## src/rtl/dbg_pkg.sv

```systemverilog
package dbg_pkg;
  localparam logic [15:0] WR_KEY = 16'hA05F;

  localparam int B_DBGEN  = 0;
  localparam int B_HALT   = 1;
  localparam int B_STEP   = 2;
  localparam int B_MASK   = 3;
  localparam int B_STALL  = 5;
  localparam int B_REGRDY = 16;
  localparam int B_HALTED = 17;
  localparam int B_SLEEP  = 18;
  localparam int B_LOCKUP = 19;
  localparam int B_RETIRE = 24;

  typedef struct packed {
    logic wrAccept;    // key matched
    logic stepMaskOk;  // step/mask fields may be written
    logic stallOk;     // stall-break may be set
    logic readClr;     // read strobe clears sticky
  } ctlStrobe_t;
endpackage

```

## src/rtl/dbg_ctrl.sv

```systemverilog
module dbg_ctrl
  import dbg_pkg::*;
(
  input  logic        wrEn,
  input  logic [15:0] wrKey,
  input  logic        rdEn,
  input  logic        debugEn,
  input  logic        haltCtl,
  input  logic        coreHaltedIn,
  output ctlStrobe_t  strb
);
  logic keyOk;
  logic runLocked;

  assign keyOk     = (wrKey == WR_KEY);
  assign runLocked = debugEn && !coreHaltedIn;

  always_comb begin
    strb            = '0;
    strb.wrAccept   = wrEn && keyOk;
    strb.stepMaskOk = wrEn && keyOk && !runLocked;
    strb.stallOk    = wrEn && keyOk && debugEn && haltCtl;
    strb.readClr    = rdEn;
  end
endmodule

```

## src/rtl/dbg_regs.sv

```systemverilog
module dbg_regs
  import dbg_pkg::*;
#(
  parameter int NUM_IRQ = 8
) (
  input  logic               clk,
  input  logic               rstN,
  input  ctlStrobe_t         strb,
  input  logic [15:0]        wrLow,
  input  logic               retireIn,
  input  logic               haltEntryIn,
  input  logic               coreHaltedIn,
  input  logic               sleepIn,
  input  logic               lockupIn,
  input  logic               regRdyIn,
  input  logic [NUM_IRQ-1:0] irqReqIn,
  output logic [31:0]        rdData,
  output logic               debugEn,
  output logic               haltCtl,
  output logic               haltOut,
  output logic               stepOut,
  output logic               stallBrkOut,
  output logic               maskIntOut,
  output logic [NUM_IRQ-1:0] irqFwdOut
);
  logic stepCtl, maskCtl, stallBrk, retireSticky;
  logic stallSet;

  assign stallSet = strb.stallOk && wrLow[B_STALL];

  always_ff @(posedge clk) begin
    if (!rstN) begin
      debugEn  <= 1'b0;
      haltCtl  <= 1'b0;
      stallBrk <= 1'b0;
    end else if (strb.wrAccept) begin
      debugEn  <= wrLow[B_DBGEN];
      haltCtl  <= wrLow[B_HALT] || haltEntryIn;
      stallBrk <= stallSet;
    end else if (haltEntryIn) begin
      haltCtl  <= 1'b1;
    end
  end

  always_ff @(posedge clk) begin
    if (!rstN) begin
      stepCtl <= 1'b0;
      maskCtl <= 1'b0;
    end else if (strb.stepMaskOk) begin
      stepCtl <= wrLow[B_STEP];
      maskCtl <= wrLow[B_MASK];
    end
  end

  always_ff @(posedge clk) begin
    if (!rstN)                       retireSticky <= 1'b0;
    else if (stallSet)               retireSticky <= 1'b0;
    else if (retireIn && !stallBrk)  retireSticky <= 1'b1;
    else if (strb.readClr)           retireSticky <= 1'b0;
  end

  always_comb begin
    rdData           = '0;
    rdData[B_DBGEN]  = debugEn;
    rdData[B_HALT]   = haltCtl;
    rdData[B_STEP]   = stepCtl;
    rdData[B_MASK]   = maskCtl;
    rdData[B_STALL]  = stallBrk;
    rdData[B_REGRDY] = regRdyIn;
    rdData[B_HALTED] = coreHaltedIn;
    rdData[B_SLEEP]  = sleepIn;
    rdData[B_LOCKUP] = lockupIn && !coreHaltedIn;
    rdData[B_RETIRE] = retireSticky;
  end

  assign haltOut     = haltCtl;
  assign stepOut     = stepCtl && debugEn;
  assign stallBrkOut = stallBrk;
  assign maskIntOut  = maskCtl && debugEn && (coreHaltedIn || stepCtl);

  for (genvar i = 0; i < NUM_IRQ; i++) begin : g_irqGate
    assign irqFwdOut[i] = irqReqIn[i] && !maskIntOut;
  end

  AST_HALT_ENTRY_SET: assert property (@(posedge clk) disable iff (!rstN)
    haltEntryIn |=> haltCtl);
  AST_STALL_NEEDS_HALT: assert property (@(posedge clk) disable iff (!rstN)
    $rose(stallBrk) |-> $past(debugEn && haltCtl));
  AST_STEP_FROZEN: assert property (@(posedge clk) disable iff (!rstN)
    (debugEn && !coreHaltedIn) |=> ($stable(stepCtl) && $stable(maskCtl)));
  AST_RETIRE_STICKY: assert property (@(posedge clk) disable iff (!rstN)
    (retireIn && !stallBrk && !stallSet) |=> retireSticky);
endmodule

```

## src/rtl/dbg_halt_ctl.sv

```systemverilog
module dbg_halt_ctl
  import dbg_pkg::*;
#(
  parameter int NUM_IRQ = 8
) (
  input  logic               clk,
  input  logic               rstN,
  input  logic               wrEn,
  input  logic [31:0]        wrData,
  input  logic               rdEn,
  output logic [31:0]        rdData,
  input  logic               retireIn,
  input  logic               haltEntryIn,
  input  logic               coreHaltedIn,
  input  logic               sleepIn,
  input  logic               lockupIn,
  input  logic               regRdyIn,
  input  logic [NUM_IRQ-1:0] irqReqIn,
  output logic               haltOut,
  output logic               stepOut,
  output logic               stallBrkOut,
  output logic               maskIntOut,
  output logic [NUM_IRQ-1:0] irqFwdOut
);
  ctlStrobe_t strb;
  logic debugEn, haltCtl;

  dbg_ctrl u_ctrl (
    .wrEn(wrEn), .wrKey(wrData[31:16]), .rdEn(rdEn),
    .debugEn(debugEn), .haltCtl(haltCtl), .coreHaltedIn(coreHaltedIn),
    .strb(strb)
  );

  dbg_regs #(.NUM_IRQ(NUM_IRQ)) u_regs (
    .clk(clk), .rstN(rstN), .strb(strb), .wrLow(wrData[15:0]),
    .retireIn(retireIn), .haltEntryIn(haltEntryIn), .coreHaltedIn(coreHaltedIn),
    .sleepIn(sleepIn), .lockupIn(lockupIn), .regRdyIn(regRdyIn),
    .irqReqIn(irqReqIn), .rdData(rdData), .debugEn(debugEn), .haltCtl(haltCtl),
    .haltOut(haltOut), .stepOut(stepOut), .stallBrkOut(stallBrkOut),
    .maskIntOut(maskIntOut), .irqFwdOut(irqFwdOut)
  );

  AST_KEY_REJECT: assert property (@(posedge clk) disable iff (!rstN)
    (wrEn && wrData[31:16] != WR_KEY && !haltEntryIn) |=> $stable(rdData[5:0]));
  AST_LOCKUP_RUNNING: assert property (@(posedge clk) disable iff (!rstN)
    coreHaltedIn |-> !rdData[B_LOCKUP]);
endmodule

```

## config.mk

```make
export PLATFORM = sky130hd
export DESIGN_NAME = dbg_halt_ctl
export DESIGN_NICKNAME = d
export VERILOG_FILES = /design/src/rtl/dbg_pkg.sv /design/src/rtl/dbg_ctrl.sv /design/src/rtl/dbg_regs.sv /design/src/rtl/dbg_halt_ctl.sv
export SDC_FILE = /design/constraint.sdc
export NUM_CORES = 1
export LEC_CHECK = 0
export ABC_AREA = 1
export ABC_CLOCK_PERIOD_IN_PS = 1100
export BUFFER_PORTS_ARGS = -buffer_cell sky130_fd_sc_hd__buf_2
export CAP_MARGIN = 20
export CORE_MARGIN = 8
export CORE_UTILIZATION = 30
export CTS_CLUSTER_DIAMETER = 30
export DETAILED_ROUTE_END_ITERATION = 10
export PLACE_DENSITY = 0.79
export SETUP_SLACK_MARGIN = 0.2
export SLEW_MARGIN = 20
export SYNTH_ARGS = -nofsm -noshare
export SYNTH_HDL_FRONTEND = slang
export SYNTH_HIERARCHICAL = 1
export SYNTH_SLANG_ARGS = --single-unit
export TNS_END_PERCENT = 20
```

## constraint.sdc

```tcl
create_clock -name clk -period 1.1 [get_ports clk]
set_clock_uncertainty 0.1 [all_clocks]
set_input_delay 0.055 -clock clk [delete_from_list [all_inputs] [get_ports clk]]
set_output_delay 0.055 -clock clk [all_outputs]
set_load 0.01 [all_outputs]
```

# After elaboration in Yosys (flattened, before gate mapping)
# Cells that the tools add are included.
# classes
n_reduce_logical	28
eq_ne	1
n_bitwise	1
n_mux	4
# op_table
operator	n
$logic_and 1x1->1	19
$eq 16x16->1 const B	1
$logic_not 1->1	4
$mux 1	4
$reduce_bool 2->1	2
$logic_or 1x1->1	2
$reduce_or 2->1	1
$not 1->1	1
# word_totals
elab_cells	40
input_bits	50
regBits	6
out_inout_bits	44

# Depth between registers and ports, before layout
# logic_depth
depth_word	6
mapped_depth	10
ltp_nobuf	10

# Hierarchy
# The synthesis kept the hierarchy.
# by_module_without_submodules
module	area_per_inst_um2	cells_each	instances	seq_area_each_um2
dbg_regs	574.3	91	1	120.1
dbg_ctrl	103.8	25	1	0.0

# Least setup slack after synthesis
# OpenSTA, ideal clock, no wires.
# synth_path
path_kind	input to register
from	input wrData[21]
to	register u_regs.stallBrk (netlist: u_regs/stallBrkOut)
required_time_ps	884
arrival_ps	769
slack_ps	116
path_buffers	0
setup_time_ps	116
stages	7
path_cell_list	or2_0 -> nor2_1 -> nand3_1 -> inv_1 -> inv_1 -> a21oi_1 -> nor2_1
# synth_rtl
item	line_no	text
start, declared	dbg_halt_ctl.sv:9	input logic [31:0] wrData,
end signal, assigned	dbg_regs.sv:39	stallBrk <= stallSet;
end, declared	dbg_regs.sv:26	logic stepCtl, maskCtl, stallBrk, retireSticky;

# Worst setup path in the final report
# layout_path
from	register u_regs.debugEn
to	output irqFwdOut[1]
# layout_via
elab_chain_len	4
# layout_lines
item	line_no	text
start, declared	dbg_regs.sv:18	output logic debugEn,
start signal, assigned	dbg_regs.sv:37	debugEn <= wrLow[B_DBGEN];
$logic_and 1x1->1 (2 in a row)	dbg_regs.sv:79	assign maskIntOut = maskCtl && debugEn && (coreHaltedIn || stepCtl);
$logic_not 1->1	dbg_regs.sv:82	assign irqFwdOut[i] = irqReqIn[i] && !maskIntOut;
$logic_and 1x1->1	dbg_regs.sv:82	
end, declared	dbg_halt_ctl.sv:23	output logic [NUM_IRQ-1:0] irqFwdOut
# Every way passes these cells.

==> impl_metrics.env <==
export IMPL_cts_root_buf="clkbuf_4"
export IMPL_ys_types=12
export IMPL_cts_max_path_buffers=2
export IMPL_yosysMostFrequentCell="buf_4"
export IMPL_grt_pass1_wl_mm=3.19
export IMPL_hold_start="haltEntryIn"
export IMPL_hold_viol=0
export IMPL_synthToLayoutAreaGrowth_pct=46.5
export IMPL_synthTopCellsByArea="buf_4 37%, dfxtp_1 18%, nor2_1 16%"
export IMPL_register_area_um2=131
export IMPL_gr_total_overflow=0
export IMPL_critPathLaunchType="register"
export IMPL_synth_mux_area_frac=0
export IMPL_endpoint_kind="output port"
export IMPL_worst_path_buf_inv=1
export IMPL_critPathSlowestCell="dfxtp_4"
export IMPL_vias=749
export IMPL_place_hpwl_mm=1.64
export IMPL_grt_pass1_vias=812
export IMPL_intPower_mw=0.439
export IMPL_antenna_cells=0
export IMPL_track_usage=0.0930
export IMPL_synth_cells_most_frequent="33 x buf_4, 29 x nor2_1, 23 x inv_1"
export IMPL_numCtsBuffers=3
export IMPL_worstHoldPathCells=5
export IMPL_synth_top_area_cell="buf_4"
export IMPL_die_w_um=63.5
export IMPL_core_area_um2=2170
export IMPL_max_freq_mhz=888
export IMPL_failed_checks="negative setup slack"
export IMPL_p_leak_nw=0.642
export IMPL_die_h_um=63.5
export IMPL_synthSimpleGateAreaFrac=0.280
export IMPL_start_util=0.313
export IMPL_port_buffers=56
export IMPL_clk_insertion_delay_late_ns=0.24
export IMPL_syn_area_um2=678
export IMPL_first_iter_violations=10
export IMPL_synth_xor_area_frac=0
export IMPL_vdd_drop_max_v=0.000480
export IMPL_ant_nets=0
export IMPL_drc_errors=0
export IMPL_critical_path_max_stage_delay_ns=0.36
export IMPL_io_pins=94
export IMPL_synth_edf_count=0
export IMPL_async_flop_share=0
export IMPL_yosys_warnings=6
export IMPL_antenna_found_initial=0
export IMPL_vias_per_cell=3.73
export IMPL_num_rows=17
export IMPL_h_tree_depth=1
export IMPL_synth_top_area_share=0.365
export IMPL_wl_per_cell_um=9.68
export IMPL_p_per_area_nw_per_um2=622
export IMPL_final_cell_count_no_fill=201
export IMPL_gp_congestion=0.653
export IMPL_swShare=0.289
export IMPL_synth_ff_type="dfxtp_1"
export IMPL_power_frac_seq=0.359
export IMPL_cts_sinks=6
export IMPL_cts_tree="built"
export IMPL_worst_endpoint_arrival_ns=0.97
export IMPL_crit_type="register to output port"
export IMPL_timing_final_crit_period_ns=1.13
export IMPL_fillCellCount=245
export IMPL_drive_above_1_share=0.434
export IMPL_grt_max_degree=7
export IMPL_postCtsSetupRepairBufs=0
export IMPL_fin_ws_ns=-0.0266
export IMPL_routed_wl_mm=1.95
export IMPL_synthAdderAreaFrac=0
export IMPL_switchingPower_mw=0.178
export IMPL_rsz0062_at_grt="true"
export IMPL_ys_seq_area_frac=0.177
export IMPL_multiInputGateArea_um2=334
export IMPL_slew_viol_final=0
export IMPL_clk_pin_slew_ns=0.04
export IMPL_reg2reg_depth=6
export IMPL_ff2ff_setup_slack_ns=0.07
export IMPL_run_status="complete, but fails checks"
export IMPL_synth_top_family_by_area="buffers and inverters"
export IMPL_setup_viol=8
export IMPL_min_to="u_regs/haltCtl"
export IMPL_post_route_period_util=1.02
export IMPL_nNetsFinal=225
export IMPL_synth_compound_area_frac=0.0443
export IMPL_cap_viol_max_count=0
export IMPL_min_delay_path_class="input pin to register"
export IMPL_synth_ff_latch_count=6
export IMPL_worstPathRequired_ns=0.94
export IMPL_dr_pass1_iters=4
export IMPL_synth_avg_cell_area_um2=5.85
export IMPL_crit_family="flip-flops"
export IMPL_crit_chain="nand2_4 -> nor2_2 -> nor2_1 -> buf_2"
export IMPL_fin_total_pwr_mw=0.617
export IMPL_die_area_um2=4040
export IMPL_placed_cells=190
export IMPL_clkPwrFrac=0.312
export IMPL_r2r_start="u_regs/debugEn"
export IMPL_syn_inst=116
export IMPL_power_frac_comb=0.329
export IMPL_path_max_fanout=4
export IMPL_rr_endpoint="u_regs/maskCtl"
==> power by group through the flow <==
stage | registers [mW] | clock network, mW | logic, mW
detailed placement | 0.230 | 0 | 0.178
global placement | 0.230 | 0 | 0.174
floorplan | 0.230 | 0 | 0.165
finish | 0.222 | 0.192 | 0.203
CTS | 0.224 | 0.201 | 0.202
global route | 0.223 | 0.217 | 0.229
==> worst max-delay path by stage <==
stage	from	endpoint	cells past startpoint
2_1_floorplan	wrData[21]	u_regs/stallBrkOut	7
3_3_place_gp	wrData[21]	u_regs/stallBrkOut	8
3_5_place_dp	wrData[21]	u_regs/maskCtl	8
4_1_cts	u_regs/debugEn	irqFwdOut[7]	4
5_1_grt	u_regs/debugEn	irqFwdOut[1]	4
6_report	u_regs/debugEn	irqFwdOut[1]	4
==> layer usage <==
| layer | up-vias | GRT usage | wire, um |
|---|---|---|---|
| met5 | - | 0 | 0 |
| met4 | 0 | 0.0418 | 42 |
| met3 | 4 | 0.0389 | 135 |
| met2 | 40 | 0.174 | 1030 |
| met1 | 309 | 0.0850 | 742 |
| li1 | 396 | - | - |
==> repair_timing <==
item                       4_1_cts  5_1_grt
hold endpoints to repair         6        0
hold buffers                     7        0
pin swaps                        7        4
gates resized for setup         14        6
cloned                           1        0
setup endpoints to repair       20       22
==> kinds of logic (layout without fill, tap and decap cells) <==
family / Yosys count / count (layout)
flip-flops: 6 / 6
AO/OA/AOI/OAI: 6 / 6
other: 1 / 22
AND/OR/NAND/NOR: 47 / 48
buffers and inverters: 56 / 91
==> layout make-up <==
class,count,share of cell area
Inverter,23,0.0869
Timing Repair Buffer,65,0.387
Sequential cell,6,0.132
Multi-Input combinational cell,76,0.336
Clock buffer,3,0.0227
Tap cell,28,0.0353
==> metrics by stage <==
step	setup slack, ns	utilization	hold slack, ns	cell area [um2]	setup TNS, ns
6_report	-0.0266	0.458	0.00406	993	-0.167
5_1_grt	-0.112	0.458	0.0100	993	-0.867
4_1_cts	-0.0454	0.449	0.00837	973	-0.372
3_5_place_dp	-0.110	0.387	0.0101	840	-0.471
3_3_place_gp	-0.106	0.387	0.0101	840	-0.454
2_1_floorplan	0.116	-	0.0575	757	0
==> cells in the final DEF, fill, tap and decap left out, types with 2 or more instances in the layout <==
| cell type | count |
|---|---|
| a21oi_1 | 2 |
| buf_2 | 53 |
| buf_4 | 2 |
| buf_6 | 3 |
| clkbuf_4 | 3 |
| conb_1 | 22 |
| dfxtp_2 | 3 |
| dfxtp_4 | 2 |
| dlygate4sd3_1 | 7 |
| inv_1 | 21 |
| inv_2 | 2 |
| nand2_1 | 13 |
| nor2_1 | 26 |
| nor2_2 | 3 |
| nor2_4 | 2 |
| o21ai_0 | 3 |
==> state kept, by name, indices dropped and copies added (netlist names) <==
name,flops
u_regs/stepCtl,1
u_regs/stallBrkOut,1
u_regs/maskCtl,1
u_regs/debugEn,1
u_regs/haltCtl,1
u_regs/retireSticky,1
==> worst register-to-register path, stage by stage, from the launching register on <==
cell	delay (ns)
dfxtp_4	0.35
inv_1	0.05
nor2_1	0.04
nor2_1	0.15
inv_1	0.07
nor2_1	0.10
nor2_1	0.05
Power figures use the tool's default switching activity.
